<file path="src/rtl/trc_pkg.sv">
package trc_pkg;
    typedef enum logic [1:0] {
        ST_ARMED   = 2'd0,
        ST_CAPTURE = 2'd1,
        ST_DONE    = 2'd2
    } trc_state_e;

    typedef enum logic [1:0] {
        TAG_DIFF = 2'b00,
        TAG_REF  = 2'b01,
        TAG_MARK = 2'b10,
        TAG_RSVD = 2'b11
    } trc_tag_e;
endpackage

</file>
<file path="src/rtl/trc_event_match.sv">
module trc_event_match #(
    parameter int DATA_W  = 16,
    parameter int NUM_EVT = 2
) (
    input  logic                            clk,
    input  logic                            rst_n,
    input  logic                            word_valid,
    input  logic [DATA_W-1:0]               word,
    input  logic [NUM_EVT-1:0][DATA_W-1:0]  cmp_val,
    input  logic [NUM_EVT-1:0]              cmp_en,
    output logic                            hit
);
    logic [NUM_EVT-1:0] hit_vec;

    for (genvar g = 0; g < NUM_EVT; g++) begin : g_cmp
        assign hit_vec[g] = word_valid && cmp_en[g] && (word == cmp_val[g]);
    end

    assign hit = |hit_vec;

    // a match is only reported on a valid word
    assert_hit_needs_valid_R2: assert property (@(posedge clk) disable iff (!rst_n)
        hit |-> word_valid);
endmodule

</file>
<file path="src/rtl/trc_delta_enc.sv">
module trc_delta_enc
    import trc_pkg::*;
#(
    parameter int DATA_W = 16,
    parameter int PER_W  = 8,
    parameter int MODE_W = 2
) (
    input  logic              clk,
    input  logic              rst_n,
    input  logic              clear,
    input  logic              data_we,
    input  logic              mark_we,
    input  logic [PER_W-1:0]  period,
    input  logic [DATA_W-1:0] in_data,
    input  logic [MODE_W-1:0] mode_val,
    output logic [1:0]        tag,
    output logic [DATA_W-1:0] payload
);
    logic [DATA_W-1:0] prev_q;
    logic [PER_W-1:0]  ref_cnt_q;
    logic [PER_W:0]    ref_nxt;
    trc_tag_e          tag_e;

    assign ref_nxt = {1'b0, ref_cnt_q} + 1'b1;

    always_ff @(posedge clk) begin
        if (!rst_n || clear) begin
            prev_q    <= '0;
            ref_cnt_q <= '0;
        end else if (mark_we) begin
            ref_cnt_q <= '0;
        end else if (data_we) begin
            prev_q    <= in_data;
            ref_cnt_q <= (ref_nxt >= {1'b0, period}) ? '0 : ref_nxt[PER_W-1:0];
        end
    end

    always_comb begin
        if (mark_we) begin
            tag_e   = TAG_MARK;
            payload = DATA_W'(mode_val);
        end else if (ref_cnt_q == '0) begin
            tag_e   = TAG_REF;
            payload = in_data;
        end else begin
            tag_e   = TAG_DIFF;
            payload = in_data - prev_q;
        end
    end

    assign tag = tag_e;

    // the reserved code never reaches memory
    assert_no_reserved_tag_R3: assert property (@(posedge clk) disable iff (!rst_n)
        (data_we || mark_we) |-> (tag != TAG_RSVD));
endmodule

</file>
<file path="src/rtl/trc_wr_ptr.sv">
module trc_wr_ptr #(
    parameter int ADDR_W = 6
) (
    input  logic              clk,
    input  logic              rst_n,
    input  logic              clear,
    input  logic              we,
    input  logic              pre_mode,
    input  logic [ADDR_W-1:0] rd_idx,
    output logic [ADDR_W-1:0] waddr,
    output logic [ADDR_W:0]   cnt,
    output logic              wrapped,
    output logic [ADDR_W-1:0] rd_addr
);
    localparam int DEPTH = 1 << ADDR_W;
    localparam logic [ADDR_W:0]   FULL_CNT = (ADDR_W+1)'(DEPTH);
    localparam logic [ADDR_W-1:0] LAST_AD  = ADDR_W'(DEPTH - 1);

    logic [ADDR_W-1:0] wptr_q;
    logic [ADDR_W:0]   cnt_q;
    logic              wrap_q;

    always_ff @(posedge clk) begin
        if (!rst_n || clear) begin
            wptr_q <= '0;
            cnt_q  <= '0;
            wrap_q <= 1'b0;
        end else if (we) begin
            wptr_q <= wptr_q + 1'b1;
            if (cnt_q != FULL_CNT) cnt_q <= cnt_q + 1'b1;
            if (pre_mode && wptr_q == LAST_AD) wrap_q <= 1'b1;
        end
    end

    assign waddr   = wptr_q;
    assign cnt     = cnt_q;
    assign wrapped = wrap_q;
    assign rd_addr = wrap_q ? (wptr_q + rd_idx) : rd_idx;

    // wrap of the pointer in pre-trigger capture raises the flag
    assert_wrap_R6: assert property (@(posedge clk) disable iff (!rst_n)
        (we && !clear && pre_mode && wptr_q == LAST_AD) |=> (wptr_q == '0 && wrap_q));
    // count steps by one per write below saturation
    assert_cnt_step_R10: assert property (@(posedge clk) disable iff (!rst_n)
        (we && !clear && cnt_q != FULL_CNT) |=> (cnt_q == $past(cnt_q) + 1'b1));
    // count never exceeds the depth
    assert_cnt_bound_R10: assert property (@(posedge clk) disable iff (!rst_n)
        cnt_q <= FULL_CNT);
endmodule

</file>
<file path="src/rtl/trace_capture_ctrl.sv">
module trace_capture_ctrl
    import trc_pkg::*;
#(
    parameter int DATA_W = 16,
    parameter int ADDR_W = 6,
    parameter int PER_W  = 8,
    parameter int MODE_W = 2
) (
    input  logic              clk,
    input  logic              rst_n,
    input  logic              cfg_pre_mode,
    input  logic              arm,
    input  logic [PER_W-1:0]  cfg_ref_period,
    input  logic [DATA_W-1:0] cfg_evt_a,
    input  logic              cfg_evt_a_en,
    input  logic [DATA_W-1:0] cfg_evt_b,
    input  logic              cfg_evt_b_en,
    input  logic [MODE_W-1:0] cfg_res_mode,
    input  logic              in_valid,
    input  logic [DATA_W-1:0] in_data,
    output logic              mem_we,
    output logic [ADDR_W-1:0] mem_waddr,
    output logic [DATA_W+1:0] mem_wdata,
    input  logic [ADDR_W-1:0] rd_idx,
    output logic [ADDR_W-1:0] rd_addr,
    output logic              st_armed,
    output logic              st_capturing,
    output logic              st_done,
    output logic              st_wrapped,
    output logic [ADDR_W:0]   st_count
);
    localparam int NUM_EVT = 2;
    localparam int DEPTH   = 1 << ADDR_W;
    localparam logic [ADDR_W:0] LAST_CNT = (ADDR_W+1)'(DEPTH - 1);

    trc_state_e        state_q, state_d;
    logic              trig, data_we, mark_we, mark_pend_q;
    logic [MODE_W-1:0] mode_q;
    logic [1:0]        tag;
    logic [DATA_W-1:0] payload;
    logic [NUM_EVT-1:0][DATA_W-1:0] cmp_val;

    assign cmp_val = {cfg_evt_b, cfg_evt_a};

    trc_event_match #(.DATA_W(DATA_W), .NUM_EVT(NUM_EVT)) u_match (
        .clk(clk), .rst_n(rst_n), .word_valid(in_valid), .word(in_data),
        .cmp_val(cmp_val), .cmp_en({cfg_evt_b_en, cfg_evt_a_en}), .hit(trig)
    );

    // State register
    always_ff @(posedge clk) begin
        if (!rst_n) state_q <= ST_ARMED;
        else        state_q <= state_d;
    end

    // Next state: REARM, PRE_START, POST_START, FILL_STOP, MATCH_STOP
    always_comb begin
        state_d = state_q;
        if (arm) begin
            state_d = ST_ARMED;
        end else begin
            unique case (state_q)
                ST_ARMED: begin
                    if (cfg_pre_mode || trig) state_d = ST_CAPTURE;
                end
                ST_CAPTURE: begin
                    if (cfg_pre_mode && trig)
                        state_d = ST_DONE;
                    else if (!cfg_pre_mode && mem_we && st_count == LAST_CNT)
                        state_d = ST_DONE;
                end
                ST_DONE: state_d = ST_DONE;
                default: state_d = ST_ARMED;
            endcase
        end
    end

    // Output decode
    always_comb begin
        data_we = 1'b0;
        mark_we = 1'b0;
        if (!arm) begin
            unique case (state_q)
                ST_ARMED:   data_we = !cfg_pre_mode && trig;
                ST_CAPTURE: begin
                    data_we = in_valid;
                    mark_we = !in_valid && mark_pend_q;
                end
                default: ;
            endcase
        end
    end

    // Pending mode-change marker
    always_ff @(posedge clk) begin
        if (!rst_n) begin
            mode_q      <= '0;
            mark_pend_q <= 1'b0;
        end else begin
            mode_q <= cfg_res_mode;
            if (arm || mark_we)
                mark_pend_q <= 1'b0;
            else if (state_q == ST_CAPTURE && cfg_res_mode != mode_q)
                mark_pend_q <= 1'b1;
        end
    end

    trc_delta_enc #(.DATA_W(DATA_W), .PER_W(PER_W), .MODE_W(MODE_W)) u_enc (
        .clk(clk), .rst_n(rst_n), .clear(arm), .data_we(data_we), .mark_we(mark_we),
        .period(cfg_ref_period), .in_data(in_data), .mode_val(cfg_res_mode),
        .tag(tag), .payload(payload)
    );

    trc_wr_ptr #(.ADDR_W(ADDR_W)) u_ptr (
        .clk(clk), .rst_n(rst_n), .clear(arm), .we(mem_we), .pre_mode(cfg_pre_mode),
        .rd_idx(rd_idx), .waddr(mem_waddr), .cnt(st_count), .wrapped(st_wrapped),
        .rd_addr(rd_addr)
    );

    assign mem_we       = data_we || mark_we;
    assign mem_wdata    = {tag, payload};
    assign st_armed     = (state_q == ST_ARMED);
    assign st_capturing = (state_q == ST_CAPTURE);
    assign st_done      = (state_q == ST_DONE);

    // nothing is written once capture has finished
    assert_done_silent_R5: assert property (@(posedge clk) disable iff (!rst_n)
        (state_q == ST_DONE) |-> !mem_we);
    // a match in pre-trigger capture ends the run
    assert_pre_stop_R7: assert property (@(posedge clk) disable iff (!rst_n)
        (state_q == ST_CAPTURE && cfg_pre_mode && trig && !arm) |=> (state_q == ST_DONE));
    // the entry after a marker is never a difference
    assert_marker_then_ref_R8: assert property (@(posedge clk) disable iff (!rst_n)
        (mem_we && mem_wdata[DATA_W+1:DATA_W] == TAG_MARK)
        |=> !(mem_we && mem_wdata[DATA_W+1:DATA_W] == TAG_DIFF));
    // re-arm suppresses writing
    assert_arm_no_write_R9: assert property (@(posedge clk) disable iff (!rst_n)
        arm |-> !mem_we);
endmodule

</file>
<file path="config.mk">
export PLATFORM = sky130hd
export DESIGN_NAME = trace_capture_ctrl
export DESIGN_NICKNAME = d
export VERILOG_FILES = /design/src/rtl/trc_pkg.sv /design/src/rtl/trc_event_match.sv /design/src/rtl/trc_delta_enc.sv /design/src/rtl/trc_wr_ptr.sv /design/src/rtl/trace_capture_ctrl.sv
export SDC_FILE = /design/constraint.sdc
export NUM_CORES = 1
export LEC_CHECK = 0
export ABC_AREA = 1
export BUFFER_PORTS_ARGS = -buffer_cell sky130_fd_sc_hd__buf_2
export CAP_MARGIN = 20
export CORE_MARGIN = 4
export CORE_UTILIZATION = 54
export CTS_BUF_LIST = sky130_fd_sc_hd__clkbuf_16
export DETAILED_ROUTE_END_ITERATION = 8
export PLACE_DENSITY = 0.82
export SLEW_MARGIN = 40
export SYNTH_ARGS = -nofsm -noshare
export SYNTH_HDL_FRONTEND = slang
export SYNTH_SLANG_ARGS = --single-unit
</file>
<file path="constraint.sdc">
create_clock -name clk -period 2.5 [get_ports clk]
set_input_delay 0.125 -clock clk [delete_from_list [all_inputs] [get_ports clk]]
set_output_delay 0.125 -clock clk [all_outputs]
set_load 0.05 [all_outputs]
</file>
==> results_dict.tcl, run 1 <==
set metrics [dict create \
    dr.pass1.iters 5 \
    die_w_um 95.9 \
    syn_avg_cell_area_um2 6.07 \
    stdcell_count 924 \
    cap_viol_max_count 0 \
    setup_viol 2 \
    layout_min_cycle_time_ns 2.51 \
    place_inst 901 \
    wl_per_cell_um 15.8 \
    path_class "flop to primary output" \
    cts_buffers 5 \
    gp_congestion 0.972 \
    cp-end-kind "primary output" \
    power.share.sequential_pct 34.0 \
    num_io_pins 113 \
    post_dp_cell_area_mm2 0.00506 \
    synth_top_flop_cell "dfxtp_1" \
    grt_max_degree 29 \
    p_per_area_mw_per_mm2 362 \
    hp-class "input port to flop" \
    worstPathArrival_ns 2.38 \
    fin_area_mm2 0.00567 \
    worst_slew_pin_slew_ns 0.827 \
    p_int_uw 1310 \
    cts_root_buf "clkbuf_16" \
    clock_skew_ns 0.00745 \
    violations "negative setup slack" \
    relSlewSlack_pct 44.8 \
    final_hold_viol_count 0 \
    combPwrFrac_pct 34.3 \
    grt_overflow 0 \
    synth_warnings 0 \
    clock_sink_count 43 \
    post-place-ws_ns -0.0496 \
    fmax_mhz 399 \
    grt_pass1_vias 4773 \
    hold_buffers 0 \
    post-route-util_pct 76.9 \
    drive_above_1_share_pct 29.6 \
    postRouteAntennaNets 0 \
    cts_tree "built" \
    wl_um 14600 \
    cts.clk_slew.worst_paths_ns 0.07 \
    synth_edf_count 0 \
    layout_common_cells "nand2_1 (163), inv_1 (110), buf_2 (98)" \
    p_leak_uw 0.00284 \
    nNetsFinal 933 \
    rsz0062_at_grt "yes" \
    synth_nets 796 \
    synth_cell_types 41 \
    p_sw_uw 746 \
    dp_hpwl_um 10900 \
    p_sw_share_pct 36.4 \
    worst-path-max-fanout 4 \
    ys_ff_latch 43 \
    period_share_pct 100 \
    status "complete, but fails checks" \
    setup_tns_ns -0.0109 \
    worst_skew_pair.late_latency_ns 0.29 \
    grt.total_usage_pct 30.0 \
    antenna_found_initial 0 \
    clkPwrFrac_pct 31.7 \
    h-tree-depth 2 \
    syn_area_mm2 0.00417 \
    start_util_pct 56.6 \
    peakVddDrop_v 0.000249 \
    drv_slew 0 \
    vias 5132 \
    ys_seq_area_share_pct 20.6 \
    coreArea_mm2 0.00737 \
    required_ns 2.38 \
    cp-start-kind "flop" \
    final_common_cell "nand2_1" \
    clock_path_buffers 2 \
    drt_iter0_markers 274 \
    synthArstFlopShare_pct 0 \
    die_h_um 95.9 \
    antenna_cells 0 \
    grt_pass1_wl_um 21600 \
    syn_inst 687 \
    area_growth_pct 35.9 \
    vias_per_cell 5.55 \
    finalWorstSetupSlack_ns -0.00566 \
    fp-row-count 31 \
    port_buffers 112 \
    dieArea_mm2 0.00919 \
    drc 0 \
]
cell families (layout without fill, tap and decap cells):
kind of cell | Yosys count | in the layout | share of synthesized area (%)
XOR/XNOR | 27 | 27 | 5.67
adder cells (fa/ha/maj) | 38 | 38 | 11.8
AND/OR/NAND/NOR | 305 | 305 | 31.4
buffers and inverters | 140 | 278 | 13.2
flip-flops | 43 | 43 | 20.6
AO/OA/AOI/OAI | 134 | 134 | 17.3
worst max-delay path, stage by stage, from the launching register on:
cell and delay (ns):
dfxtp_2 0.34, ha_4 0.16, fa_2 0.35, inv_2 0.06, nand2_2 0.03, nand2_1 0.04
nand2_1 0.05, nand2_1 0.09, inv_2 0.06, nor2_4 0.10, nor2_4 0.06, o21ai_1 0.16
xor2_1 0.09, o21ai_1 0.24, inv_1 0.07, buf_4 0.19
metrics by stage:
stage / power, uW / hold slack [ns]
after detailed placement: 1330 / 0.361
after CTS: 2000 / 0.0666
after floorplan: 1130 / 0.218
final: 2050 / 0.0646
after global routing: 2140 / 0.0896
after global placement: 1310 / 0.351
registers in the layout, summed over array words and instances (netlist names):
| name | count |
|---|---|
| u_enc.ref_cnt_q | 8 |
| state_q | 2 |
| u_ptr.waddr | 6 |
| u_ptr.wrapped | 1 |
| mode_q | 2 |
| u_enc.prev_q | 16 |
| u_ptr.cnt | 7 |
| mark_pend_q | 1 |
Yosys cell counts (all sizes together) (2+ instances only):
cell,count,area [um2]
o21ai,46,230
nand3,25,125
inv,129,489
clkinv,3,11.3
a21oi,67,335
a211oi,3,22.5
o221ai,2,17.5
clkbuf,2,7.51
o22ai,7,43.8
nor3b,2,15.0
nor3,9,45.0
or2,3,18.8
buf,6,43.8
nand3b,2,15.0
o211ai,2,15.0
fa,2,40.0
nor2,72,287
nor4,4,40.0
dfxtp,43,861
ha,36,450
nand2,174,678
xnor2,8,70.1
xor2,19,166
nand4,13,81.3
worst paths after layout:
check	startpoint	to	slack (ns)	cells past startpoint
setup / recovery	u_enc.prev_q[0]	mem_wdata[8]	-0.006	15
hold / removal	rst_n	mode_q[1]	0.06	3
setup reg to reg	u_enc.ref_cnt_q[1]	u_enc.ref_cnt_q[6]	0.04	14
hold reg to reg	u_enc.prev_q[14]	u_enc.prev_q[14]	0.46	2
power groups by stage:
stage	Combinational (uW)	Sequential (uW)	Clock [uW]
5_1_grt	765	698	680
2_1_floorplan	415	715	0
3_5_place_dp	611	714	0
3_3_place_gp	601	713	0
6_report	705	698	650
4_1_cts	647	699	657
cell type report:
type | count | area, um2
Clock buffer | 5 | 125
Clock inverter | 3 | 16.3
Fill cell | 574 | 1700
Inverter | 132 | 505
Multi-Input combinational cell | 504 | 3210
Sequential cell | 43 | 872
Tap cell | 99 | 124
Timing Repair Buffer | 138 | 813
repair_timing:
item | 4_1_cts | 5_1_grt
setup endpoints to repair | 18 | 25
resized for setup | 32 | 72
pin swaps | 4 | 23
setup buffers | 8 | 8
per-layer routing:
layer  GRT usage [%]  vias up  share of wire (%)
met3            3.91       44                7.4
met4            10.3        0                2.8
met1            36.5     2353                 39
met2            53.9      256                 51
met5               0        -                  0
li1                -     2479                  -
(Power assumes the default switching activity.)
==> run 2: changes to the inputs <==
--- a/config.mk
+++ b/config.mk
@@ -13,6 +13,7 @@
 export CTS_BUF_LIST = sky130_fd_sc_hd__clkbuf_16
 export DETAILED_ROUTE_END_ITERATION = 8
 export PLACE_DENSITY = 0.82
+export SETUP_SLACK_MARGIN = 0.5
 export SLEW_MARGIN = 40
 export SYNTH_ARGS = -nofsm -noshare
 export SYNTH_HDL_FRONTEND = slang
==> run 2 against run 1 <==
Effect of this change: the flow still finishes with violations (negative setup slack); clock skew fell by 0.0016 ns; clock-buffer cell count did not move; cell count rose by 3.6%; worst setup slack got worse by 0.14 ns; register-to-register slack got worse by 0.10 ns; sequential power fell by 0.7%; non-clock buffer count rose by 32; sequential share of layout area fell by 1.4 points; largest power group is now clock.
==> results_dict.tcl, run 2 (same netlist as run 1, synthesis figures left out) <==
set metrics [dict create \
    status "complete, but fails checks" \
    violations "negative setup slack" \
    grt.total_usage_pct 34.1 \
    dp_hpwl_um 10600 \
    combPwrFrac_pct 34.5 \
    worst_skew_pair.late_latency_ns 0.29 \
    vias 5566 \
    largest_reg_flops 16 \
    reg2reg_setup_slack_ns -0.06 \
    cts_tree "built" \
    gp_congestion 1.05 \
    grt_pass1_wl_um 24400 \
    dr.pass1.iters 5 \
    layout_min_cycle_time_ns 2.64 \
    grt_overflow 0 \
    r2r_cells 14 \
    wl_per_cell_um 18.5 \
    cap_viol_max_count 0 \
    grt_pass1_vias 5196 \
    drive_above_1_share_pct 38.6 \
    clock_sink_count 43 \
    p_leak_uw 0.00314 \
    min_from "rst_n" \
    path_delay_family "simple AND/OR/NAND/NOR gates" \
    cts_buffers 5 \
    finalWorstSetupSlack_ns -0.143 \
    die_w_um 95.9 \
    min_path_cells 3 \
    regMostFlops "u_enc.prev_q" \
    num-fill-cells 410 \
    rsz0062_at_grt "yes" \
    post-place-ws_ns -0.0612 \
    p_sw_share_pct 35.9 \
    power.share.sequential_pct 30.7 \
    relSlewSlack_pct 43.8 \
    multi_input_area_mm2 0.00342 \
    worst-path-max-fanout 3 \
    final_hold_viol_count 0 \
    cts.clk_slew.worst_paths_ns 0.07 \
    period_share_pct 106 \
    layout_common_cells "nand2_1 (153), inv_1 (97), buf_2 (90)" \
    p_per_area_mw_per_mm2 352 \
    coreArea_mm2 0.00737 \
    area_growth_pct 53.5 \
    clkPwrFrac_pct 34.8 \
    worstPathArrival_ns 2.52 \
    drc 0 \
    place_inst 897 \
    r2r_end "u_enc.ref_cnt_q[1]" \
    antenna_found_initial 0 \
    hp-class "input port to flop" \
    final-seq-area_um2 896 \
    h-tree-depth 2 \
    stdcell_count 957 \
    fp-row-count 31 \
    setup_viol 15 \
    required_ns 2.38 \
    postRouteAntennaNets 0 \
    start_util_pct 56.6 \
    worstReg2RegStart "u_enc.ref_cnt_q[0]" \
    clock_path_buffers 2 \
    slowest_stage "fa_2" \
    num_io_pins 113 \
    drv_slew 0 \
    final_common_cell "nand2_1" \
    vias_per_cell 5.82 \
    nNetsFinal 966 \
    cts_root_buf "clkbuf_16" \
    port_buffers 112 \
    antenna_cells 0 \
    wl_um 17700 \
    worst_slew_pin_slew_ns 0.842 \
    drt_iter0_markers 492 \
    dieArea_mm2 0.00919 \
    p_sw_uw 811 \
    die_h_um 95.9 \
    cp-end-kind "primary output" \
    path_class "flop to primary output" \
    p_int_uw 1440 \
    critPathBufInv 5 \
    cp-start-kind "flop" \
    min_to "mode_q[1]" \
    grt_max_degree 26 \
    clock_skew_ns 0.00587 \
    max_stage_delay_ns 0.39 \
    peakVddDrop_v 0.000297 \
    fmax_mhz 378 \
    crit_chain "ha_4 -> fa_2 -> inv_2 -> nand2_1 -> nand2_1 -> nand2_1 -> nand2_2 -> inv_2 -> nor2_4 -> nor2_4 -> inv_1 -> nand3_2 -> nand2_2 -> a21oi_1 -> o21ai_1 -> o211ai_1 -> inv_2 -> buf_8" \
]
==> run 2: changes by cell type in the layout (fill, tap and decap cells not counted), sizes merged <==
cell / delta
buf: +38
clkbuf: -6
clkinvlp: -1
clkinv: +1
bufinv: +1
==> run 2: layout make-up <==
class | instances | area share (%)
Multi-Input combinational cell | 504 | 53.4
Timing Repair Buffer | 170 | 19.4
Sequential cell | 43 | 14.0
Inverter | 132 | 8.34
Clock buffer | 5 | 1.95
Tap cell | 99 | 1.93
Clock inverter | 3 | 0.684
Timing Repair inverter | 1 | 0.254
==> run 2: what timing repair did <==
item                                    in CTS  in global routing
pin swaps                                   57                 45
cloned                                       1                  0
buffers inserted                            42                  9
gates resized for setup                    128                 73
endpoints found under the setup margin      28                 31
hold buffers                                 0                  0
==> run 2: metal layers <==
layer / track usage (%) / wire length (um) / vias up
met1: 40.2 / 6330 / 2541
li1: - / - / 2549
met4: 14.6 / 875 / 0
met3: 6.49 / 1710 / 105
met2: 60.2 / 8750 / 371
met5: 0 / 0 / -
==> run 2: worst max-delay path by stage <==
stage	from	slack, ns	end	depth (start not counted)
2_1_floorplan	u_enc.ref_cnt_q[0]	0.29	u_enc.ref_cnt_q[2]	13
3_3_place_gp	u_enc.prev_q[0]	0.11	mem_wdata[12]	16
3_5_place_dp	u_enc.ref_cnt_q[0]	-0.06	u_enc.ref_cnt_q[2]	13
4_1_cts	u_enc.prev_q[0]	-0.12	mem_wdata[10]	15
5_1_grt	u_enc.prev_q[0]	-0.26	mem_wdata[8]	16
6_report	u_enc.prev_q[0]	-0.14	mem_wdata[14]	18
==> run 2: power groups by stage <==
stage	registers [uW]	logic [uW]	clock network [uW]
floorplan	714	429	0
global placement	712	606	0
detailed placement	713	616	0
CTS	694	701	776
global route	693	835	813
finish	693	778	784
==> run 2: tightest hold or removal path: cells and delay by family <==
family / cells / cell delay [ns]
buffers and inverters: 2 / 0.15
AND/OR/NAND/NOR: 1 / 0.05
==> run 2: per-stage QoR <==
stage | hold WS, ns | power (uW) | util (%) | TNS, ns | cell area [um2]
floorplan | 0.218 | 1140 | - | 0 | 4450
global placement | 0.351 | 1320 | 69.7 | 0 | 5140
detailed placement | 0.351 | 1330 | 69.7 | -0.350 | 5140
CTS | 0.0549 | 2170 | 82.8 | -0.274 | 6100
global route | 0.0854 | 2340 | 86.9 | -3.31 | 6400
finish | 0.0566 | 2250 | 86.9 | -0.897 | 6400
